[src/rtl/serial_cfg_loader.sv]
module serial_cfg_loader #(
  parameter int TICK_DIV   = 125,
  parameter int PROG_US    = 10,
  parameter int INIT_TO_US = 500,
  parameter int DONE_TO_US = 50000
) (
  input  logic       clk,
  input  logic       rst_n,
  input  logic       start_i,
  input  logic [7:0] byte_data_i,
  input  logic       byte_valid_i,
  input  logic       byte_last_i,
  output logic       byte_ready_o,
  output logic       prog_n_o,
  output logic       cclk_o,
  output logic       dout_o,
  input  logic       init_i,
  input  logic       done_i,
  output logic       busy_o,
  output logic       ok_o,
  output logic [1:0] err_o
);
  localparam int DW    = $clog2(TICK_DIV + 1);
  localparam int MAXUS = (DONE_TO_US > INIT_TO_US) ?
                         ((DONE_TO_US > PROG_US) ? DONE_TO_US : PROG_US) :
                         ((INIT_TO_US > PROG_US) ? INIT_TO_US : PROG_US);
  localparam int CW    = $clog2(MAXUS + 1);

  typedef enum logic [2:0] {
    S_IDLE, S_PROG, S_WINIT, S_GETB, S_SETUP, S_HIGH, S_FALL, S_WDONE
  } st_t;

  st_t          st;
  logic [DW-1:0] div;
  logic [CW-1:0] cnt;
  logic [7:0]   sh;
  logic [2:0]   bitn;
  logic         last;
  logic [1:0]   init_q, done_q;
  logic         tick;

  wire init_s = init_q[1];
  wire done_s = done_q[1];

  assign tick         = (div == DW'(TICK_DIV - 1));
  assign byte_ready_o = (st == S_GETB);
  assign prog_n_o     = (st != S_PROG);
  assign cclk_o       = (st == S_HIGH);
  assign dout_o       = sh[0];
  assign busy_o       = (st != S_IDLE);

  always_ff @(posedge clk or negedge rst_n) begin
    if (!rst_n) begin
      init_q <= '0;
      done_q <= '0;
    end else begin
      init_q <= {init_q[0], init_i};
      done_q <= {done_q[0], done_i};
    end
  end

  always_ff @(posedge clk or negedge rst_n) begin
    if (!rst_n) begin
      st   <= S_IDLE;
      div  <= '0;
      cnt  <= '0;
      sh   <= '0;
      bitn <= '0;
      last <= 1'b0;
      ok_o <= 1'b0;
      err_o <= 2'd0;
    end else begin
      div <= tick ? '0 : div + 1'b1;
      if (tick) cnt <= cnt + 1'b1;
      case (st)
        S_IDLE:
          if (start_i) begin
            st <= S_PROG;
            ok_o <= 1'b0;
            err_o <= 2'd0;
            div <= '0;
            cnt <= '0;
          end
        S_PROG:
          if (tick && cnt == CW'(PROG_US - 1)) begin
            st  <= S_WINIT;
            div <= '0;
            cnt <= '0;
          end
        S_WINIT:
          if (init_s) st <= S_GETB;
          else if (tick && cnt == CW'(INIT_TO_US - 1)) begin
            st <= S_IDLE;
            err_o <= 2'd1;
          end
        S_GETB:
          if (byte_valid_i) begin
            sh   <= byte_data_i;
            last <= byte_last_i;
            bitn <= '0;
            st   <= S_SETUP;
          end
        S_SETUP: st <= S_HIGH;
        S_HIGH:  st <= S_FALL;
        S_FALL: begin
          sh   <= {1'b0, sh[7:1]};
          bitn <= bitn + 1'b1;
          if (bitn != 3'd7) st <= S_SETUP;
          else if (!last)   st <= S_GETB;
          else begin
            st  <= S_WDONE;
            div <= '0;
            cnt <= '0;
          end
        end
        S_WDONE:
          if (done_s) begin
            st <= S_IDLE;
            ok_o <= 1'b1;
          end else if (!init_s) begin
            st <= S_IDLE;
            err_o <= 2'd2;
          end else if (tick && cnt == CW'(DONE_TO_US - 1)) begin
            st <= S_IDLE;
            err_o <= 2'd3;
          end
        default: st <= S_IDLE;
      endcase
    end
  end
endmodule


[config.mk]
export PLATFORM = sky130hd
export DESIGN_NAME = serial_cfg_loader
export DESIGN_NICKNAME = d
export VERILOG_FILES = /design/src/rtl/serial_cfg_loader.sv
export SDC_FILE = /design/constraint.sdc
export NUM_CORES = 1
export LEC_CHECK = 0
export ABC_AREA = 1
export BUFFER_PORTS_ARGS = -buffer_cell sky130_fd_sc_hd__buf_2
export CAP_MARGIN = 25
export CORE_UTILIZATION = 57
export DETAILED_ROUTE_END_ITERATION = 12
export GPL_TIMING_DRIVEN = 0
export PLACE_DENSITY = 0.88
export SYNTH_ARGS = -nofsm -noshare
export SYNTH_HDL_FRONTEND = slang
export SYNTH_SLANG_ARGS = --single-unit
[constraint.sdc]
create_clock -name clk -period 4.25 [get_ports clk]
set_clock_uncertainty 0.15 [all_clocks]
set_input_delay 0.425 -clock clk [delete_from_list [all_inputs] [get_ports clk]]
set_output_delay 0.425 -clock clk [all_outputs]
set_load 0.01 [all_outputs]
# Word-level counts from Yosys, hierarchy flattened

Cells that the tools add are included.

Equality and inequality tests: 23
$add $sub $neg: 3
Reductions and logical operators: 13
Multiplexer cells: 37

Operators by type and width:

| cell                    | count |
|---|---|
| $mux W16                | 5 |
| $pmux W16 S3            | 1 |
| $mux W7                 | 5 |
| $mux W3                 | 11 |
| $pmux W3 S8             | 1 |
| $pmux W7 S3             | 1 |
| $add A16 B1 Y16 const B | 1 |
| $eq A16 B16 Y1 const B  | 1 |
| $eq A16 B4 Y1 const B   | 1 |
| $eq A16 B9 Y1 const B   | 1 |
| $pmux W8 S2             | 1 |
| $ne A2 B2 Y1 const B    | 7 |
| $eq A3 B3 Y1 const B    | 4 |
| $mux W2                 | 6 |
| $ne A3 B3 Y1 const B    | 3 |
| $mux W8                 | 1 |
| $add A7 B1 Y7 const B   | 1 |
| $eq A7 B7 Y1 const B    | 1 |
| $eq A3 B2 Y1 const B    | 2 |
| $pmux W2 S3             | 1 |
| $pmux W3 S2             | 1 |
| $reduce_and A6 Y1       | 1 |
| $reduce_bool A3 Y1      | 2 |
| $reduce_and A5 Y1       | 1 |
| other kinds (11)        | 16 |

Input port bits: 15
Output and inout port bits: 8
Logic and storage cells: 86
Register bits: 45

# Depth between registers and ports, before layout

Word-level depth: 6
Mapped depth: 11
Depth with buffers taken out: 10

# Worst setup path after synthesis

OpenSTA, ideal clock, no wires.

Path type: register -> register
From: register div[0]
To: register cnt[1]
Arrival: 1.445 ns
Library setup time: 0.121 ns
Path slack: 2.534 ns
Stages on the path, launching flop included: 11
Required time: 3.979 ns
Period minus slack after synthesis: 1.716 ns
Path buffers: 1
Path through: dfrtp_1 inv_1 ha_1 nand3_2 nor2_8 nand3_1 nand2_1 nand2_4 inv_2 buf_6 nor2_1

Cells in the longest elaborated chain, start to end: 5
Elaborated cells between the ends (all ways): 8
Classes of those cells: 1 x eq/ne; 6 x mux; 1 x reduce/logical

Ends and longest elaborated chain:

| item                   | line | text |
|---|---|---|
| start, declared        | 34   | `logic [DW-1:0] div;` |
| start signal, assigned | 73   | `div <= tick ? '0 : div + 1'b1;` |
| $eq A7 B7 Y1 (*)       | 45   | `assign tick = (div == DW'(TICK_DIV - 1));` |
| $mux W16               | 74   | `if (tick) cnt <= cnt + 1'b1;` |
| $mux W16               | 109  | `else if (!last) st <= S_GETB;` |
| $mux W16               | 108  | `if (bitn != 3'd7) st <= S_SETUP;` |
| $pmux W16 S3 (*)       | 75   | `case (st)` |
| end signal, assigned   | 74   |  |
| end, declared          | 35   | `logic [CW-1:0] cnt;` |

Mark *: on every way between the ends. The rest lies on a longest branch, timed or not.
A chain may end at the register's enable or synchronous reset.

# Final worst setup path

From: register st[1]
To: output prog_n_o

Cells in the longest elaborated chain, start to end: 1

Ends and longest elaborated chain:

| item                   | line | text |
|---|---|---|
| start, declared        | 33   | `st_t st;` |
| start signal, assigned | 64   | `st <= S_IDLE;` |
| start signal, assigned | 78   | `st <= S_PROG;` |
| start signal, assigned | 86   | `st <= S_WINIT;` |
| $ne A3 B1 Y1           | 47   | `assign prog_n_o = (st != S_PROG);` |
| end, declared          | 14   | `output logic prog_n_o,` |

Every way passes these cells.

==> flow_summary.html <==
<table>
<tr><th>Metric</th><th>Value</th></tr>
<tr><th colspan="2">Routing</th></tr>
<tr><td>Vias after detailed routing</td><td>1958</td></tr>
<tr><td>Wirelength, routed</td><td>4610 um</td></tr>
<tr><td>Avg WL per Cell</td><td>12.49 um</td></tr>
<tr><td>Number of DRC violations after detailed routing</td><td>0</td></tr>
<tr><td>Routed via count divided by cell count</td><td>5.306</td></tr>
<tr><td>First-pass DRT Iterations</td><td>5</td></tr>
<tr><td>Number of violations reported at the end of detailed-routing iteration 0</td><td>128</td></tr>
<tr><td>Post-route ant nets</td><td>0</td></tr>
<tr><th colspan="2">Critical path</th></tr>
<tr><td>Count of buffering cells on the critical path with inverters included</td><td>4</td></tr>
<tr><td>Top Family by Delay on Critical Path</td><td>buffers and inverters</td></tr>
<tr><td>Top cell by count, worst path</td><td>inv_1</td></tr>
<tr><td>Type of element launching the critical path</td><td>register</td></tr>
<tr><td>Cell chain of the critical path</td><td>clkbuf_2, inv_1, nand2_1, nor2_1, inv_1, buf_2</td></tr>
<tr><td>Sort of element at the end of the critical path</td><td>output pin</td></tr>
<tr><td>Cell type of the slowest stage on the worst timing path</td><td>dfrtp_1</td></tr>
<tr><td>Required arrival time at the worst endpoint</td><td>3.67 ns</td></tr>
<tr><td>Critical path fanouts, max</td><td>8</td></tr>
<tr><td>Worst setup path class</td><td>register to output pin</td></tr>
<tr><td>Largest incremental delay on the critical path</td><td>0.37 ns</td></tr>
<tr><td>CP Data Arrival Time</td><td>1.59 ns</td></tr>
<tr><th colspan="2">Pwr</th></tr>
<tr><td>Switching power total</td><td>0.5543 mW</td></tr>
<tr><td>Leakage power total</td><td>1.361 nW</td></tr>
<tr><td>Share of total power in combinational logic</td><td>37.6%</td></tr>
<tr><td>Power density cells</td><td>515.1 nW/um^2</td></tr>
<tr><td>Int Power</td><td>0.8243 mW</td></tr>
<tr><td>Max VDD drop</td><td>346.1 uV</td></tr>
<tr><td>Proportion of power drawn by flip-flops and latches</td><td>42.0%</td></tr>
<tr><td>Fraction of power consumed by the clock network</td><td>20.4%</td></tr>
<tr><td>Switching fraction of total power</td><td>40.21%</td></tr>
<tr><th colspan="2">Global route</th></tr>
<tr><td>Met1 global-route usage</td><td>27.28%</td></tr>
<tr><td>Wire length of the first global-routing pass</td><td>7693 um</td></tr>
<tr><td>Met3 track demand over resource</td><td>5.651%</td></tr>
<tr><td>Final global-route overflow total</td><td>0</td></tr>
<tr><td>Vias in the first global route</td><td>1832</td></tr>
<tr><td>Maximum number of pins on one net before global-route repair</td><td>46</td></tr>
<tr><td>Layer carrying the most global-route usage</td><td>met2</td></tr>
<tr><td>Global-route met2 utilization</td><td>38.38%</td></tr>
<tr><td>Aggregate global-route resource usage</td><td>23.25%</td></tr>
<tr><td>Number of antenna violations at the first check in global routing</td><td>0</td></tr>
<tr><th colspan="2">Synth</th></tr>
<tr><td>Number of flip-flops and latches in the synthesized netlist</td><td>45</td></tr>
<tr><td>Share of Yosys cell area claimed by the top area cell type</td><td>47.34%</td></tr>
<tr><td>Number of distinct standard cells referenced by the synthesized netlist</td><td>32</td></tr>
<tr><td>Mean Syn Cell Area</td><td>8.288 sq um</td></tr>
<tr><td>Synthesized netlist cell count</td><td>287</td></tr>
<tr><td>Post-synthesis sequential area ratio</td><td>47.34%</td></tr>
<tr><td>Top post-synthesis cells by area</td><td>dfrtp_1, nor2_1, nand2_1</td></tr>
<tr><td>Cell type with the highest aggregate area in the netlist</td><td>dfrtp_1</td></tr>
<tr><td>Syn Nets</td><td>308</td></tr>
<tr><td>Cell area after technology mapping</td><td>2379 sq um</td></tr>
<tr><td>Number of synthesis warnings</td><td>0</td></tr>
<tr><th colspan="2">Cells and area</th></tr>
<tr><td>Area overhead of the layout relative to synthesis</td><td>12.52%</td></tr>
<tr><td>Commonest cells after routing, fill and taps aside</td><td>nor2_1, nand2_1, dfrtp_1</td></tr>
<tr><td>Most common cell after layout, fill and taps aside</td><td>nor2_1</td></tr>
<tr><td>Post-route cell area</td><td>2676 sq um</td></tr>
<tr><td>Share of post-route cells with drive strength above 1</td><td>15.99%</td></tr>
<tr><td>Number of antenna repair diodes</td><td>0</td></tr>
<tr><td>Final net count</td><td>339</td></tr>
<tr><td>Area occupied by multi-input gates</td><td>1130 sq um</td></tr>
<tr><td>Fill cell total of the finished layout</td><td>333</td></tr>
<tr><td>Area of all sequential standard cells</td><td>1126 sq um</td></tr>
<tr><th colspan="2">Placement</th></tr>
<tr><td>Placement-stage cell area</td><td>2551 sq um</td></tr>
<tr><td>HPWL after DPL</td><td>3371 um</td></tr>
<tr><td>Final GP Congestion</td><td>0.8696</td></tr>
<tr><td>Port buffer count</td><td>22</td></tr>
<tr><th colspan="2">Timing</th></tr>
<tr><td>Hold violation count in the final report</td><td>0</td></tr>
<tr><td>Final Max Slew Viols</td><td>0</td></tr>
<tr><td>Share of the cycle needed by the critical path after routing</td><td>50.90%</td></tr>
<tr><td>Slew at the pin with the worst max-slew slack</td><td>0.5122 ns</td></tr>
<tr><td>Final Critical Period</td><td>2.163 ns</td></tr>
<tr><td>Slew margin rel.</td><td>65.85%</td></tr>
<tr><td>RSZ-0062 raised after global routing</td><td>no</td></tr>
<tr><td>Setup violations, final</td><td>0</td></tr>
<tr><td>Setup TNS</td><td>0 ns</td></tr>
<tr><td>Max Freq</td><td>0.4623 GHz</td></tr>
<tr><th colspan="2">CTS</th></tr>
<tr><td>Number of buffers inserted for hold repair after clock tree synthesis</td><td>0</td></tr>
<tr><td>CTS H-tree lvls</td><td>2</td></tr>
<tr><td>Clock tree from TritonCTS</td><td>done</td></tr>
<tr><td>Master cell of the clock root buffer</td><td>clkbuf_8</td></tr>
<tr><td>Post-CTS setup buffers</td><td>0</td></tr>
<tr><td>Longest Clk Path Bufs</td><td>2</td></tr>
<tr><td>Num CTS Buffers</td><td>5</td></tr>
<tr><td>Clock edge transition at the registers on the reported setup and hold paths</td><td>0.09 ns</td></tr>
<tr><td>Number of gates resized after cts</td><td>0</td></tr>
<tr><td>Count of clock tree sinks</td><td>45</td></tr>
<tr><td>Clk_lat worst skew</td><td>0.31 ns</td></tr>
<tr><th colspan="2">Floorplanning</th></tr>
<tr><td>Die width</td><td>66.60 um</td></tr>
<tr><td>Core ar.</td><td>4000 sq um</td></tr>
<tr><td>Initial standard-cell utilization of the core</td><td>59.46%</td></tr>
<tr><td>Count of boundary I/O pins</td><td>23</td></tr>
<tr><td>Cell Rows</td><td>23</td></tr>
<tr><td>Die H</td><td>66.60 um</td></tr>
<tr><td>Total Die Area</td><td>4435 sq um</td></tr>
<tr><th colspan="2">Outcome</th></tr>
<tr><td>Status</td><td>completed</td></tr>
<tr><th colspan="2">Run</th></tr>
<tr><td>Maximum Capacitance Violations</td><td>0</td></tr>
<tr><th colspan="2">Min path</th></tr>
<tr><td>Hold/Removal Path Class</td><td>input pin to register</td></tr>
</table>
==> logic make-up after synthesis <==
logic type | synth area share [%]
simple gates | 32.46
flops | 47.34
buf+inv | 5.154
compound gates | 6.734
xor+xnor | 5.155
fa+ha+maj | 3.156
==> state kept, by name (all words and copies together), names as in the netlist <==
name	count
init_q	2
err_o	2
done_q	2
st	3
cnt	16
bitn	3
div	7
ok_o	1
last	1
sh	8
==> cells in the mapped netlist <==
cell type,count
nor2_8,1
nand4_1,6
nand2_1,58
inv_2,1
or2_2,1
nor2_2,4
nor2_1,61
clkbuf_2,1
xnor2_1,7
a21oi_1,4
nand3_4,1
buf_6,1
o22ai_1,8
o211ai_1,1
o21ai_0,7
o21ai_1,1
nand2_2,2
nor3_1,3
a22o_1,2
xor2_1,7
dfrtp_1,45
a21oi_2,1
nand2_4,2
nor3_4,1
a32o_1,1
ha_1,6
inv_1,26
a31oi_1,1
nand3b_1,3
nand3_2,3
buf_2,1
nand3_1,20
==> path summary, 6_finish.rpt <==
kind | to | from | depth (start not counted) | slack [ns]
max in group asynchronous | div[2] | rst_n | 3 | 3.09
worst min register to register | done_q[1] | done_q[0] | 0 | 0.21
min in group asynchronous | cnt[10] | rst_n | 2 | 0.38
worst min-delay path | done_q[0] | done_i | 1 | 0.07
worst max register to register | cnt[3] | div[0] | 10 | 2.35
worst max-delay path | prog_n_o | st[1] | 6 | 2.09
==> worst register-to-register path: cells and delay by family, from the launching register on <==
kind                       cells  cell delay, ns
and+or+nand+nor                6            0.78
DFF                            1            0.42
buffers and inverters          3            0.30
adders and majority gates      1            0.15
==> cell type report <==
class	count	area share, %
Buffer	3	0.7948
Clock buffer	5	2.571
Clock inverter	3	0.9818
Inverter	27	3.787
Multi-Input combinational cell	212	42.22
Sequential cell	45	42.08
Tap cell	50	2.338
Timing Repair Buffer	24	5.236
==> through the flow <==
stage | std cells | hold slack [ns] | power (mW) | utilization (%) | setup slack [ns]
2_1_floorplan | 287 | -0.02059 | 0.9633 | - | 2.534
3_3_place_gp | 359 | 0.1848 | 1.080 | 63.78 | 2.369
3_5_place_dp | 359 | 0.1951 | 1.101 | 63.78 | 2.350
4_1_cts | 367 | 0.05910 | 1.379 | 66.16 | 2.095
5_1_grt | 369 | 0.05637 | 1.478 | 66.91 | 1.970
6_report | 369 | 0.06568 | 1.379 | 66.91 | 2.087
==> metal layers <==
metal | share of wire (%) | routed length, um
met4 | 2.6 | 119
met1 | 46 | 2113
met2 | 48 | 2221
met5 | 0 | 0
met3 | 3.3 | 154
==> power by group through the flow <==
stage          logic (mW)  registers, mW  clock network, mW
2_1_floorplan       0.388          0.576                  0
3_3_place_gp        0.500          0.580                  0
3_5_place_dp        0.516          0.585                  0
4_1_cts             0.516          0.577              0.286
5_1_grt             0.585          0.588              0.305
6_report            0.518          0.579              0.282
(Power assumes the default switching activity.)
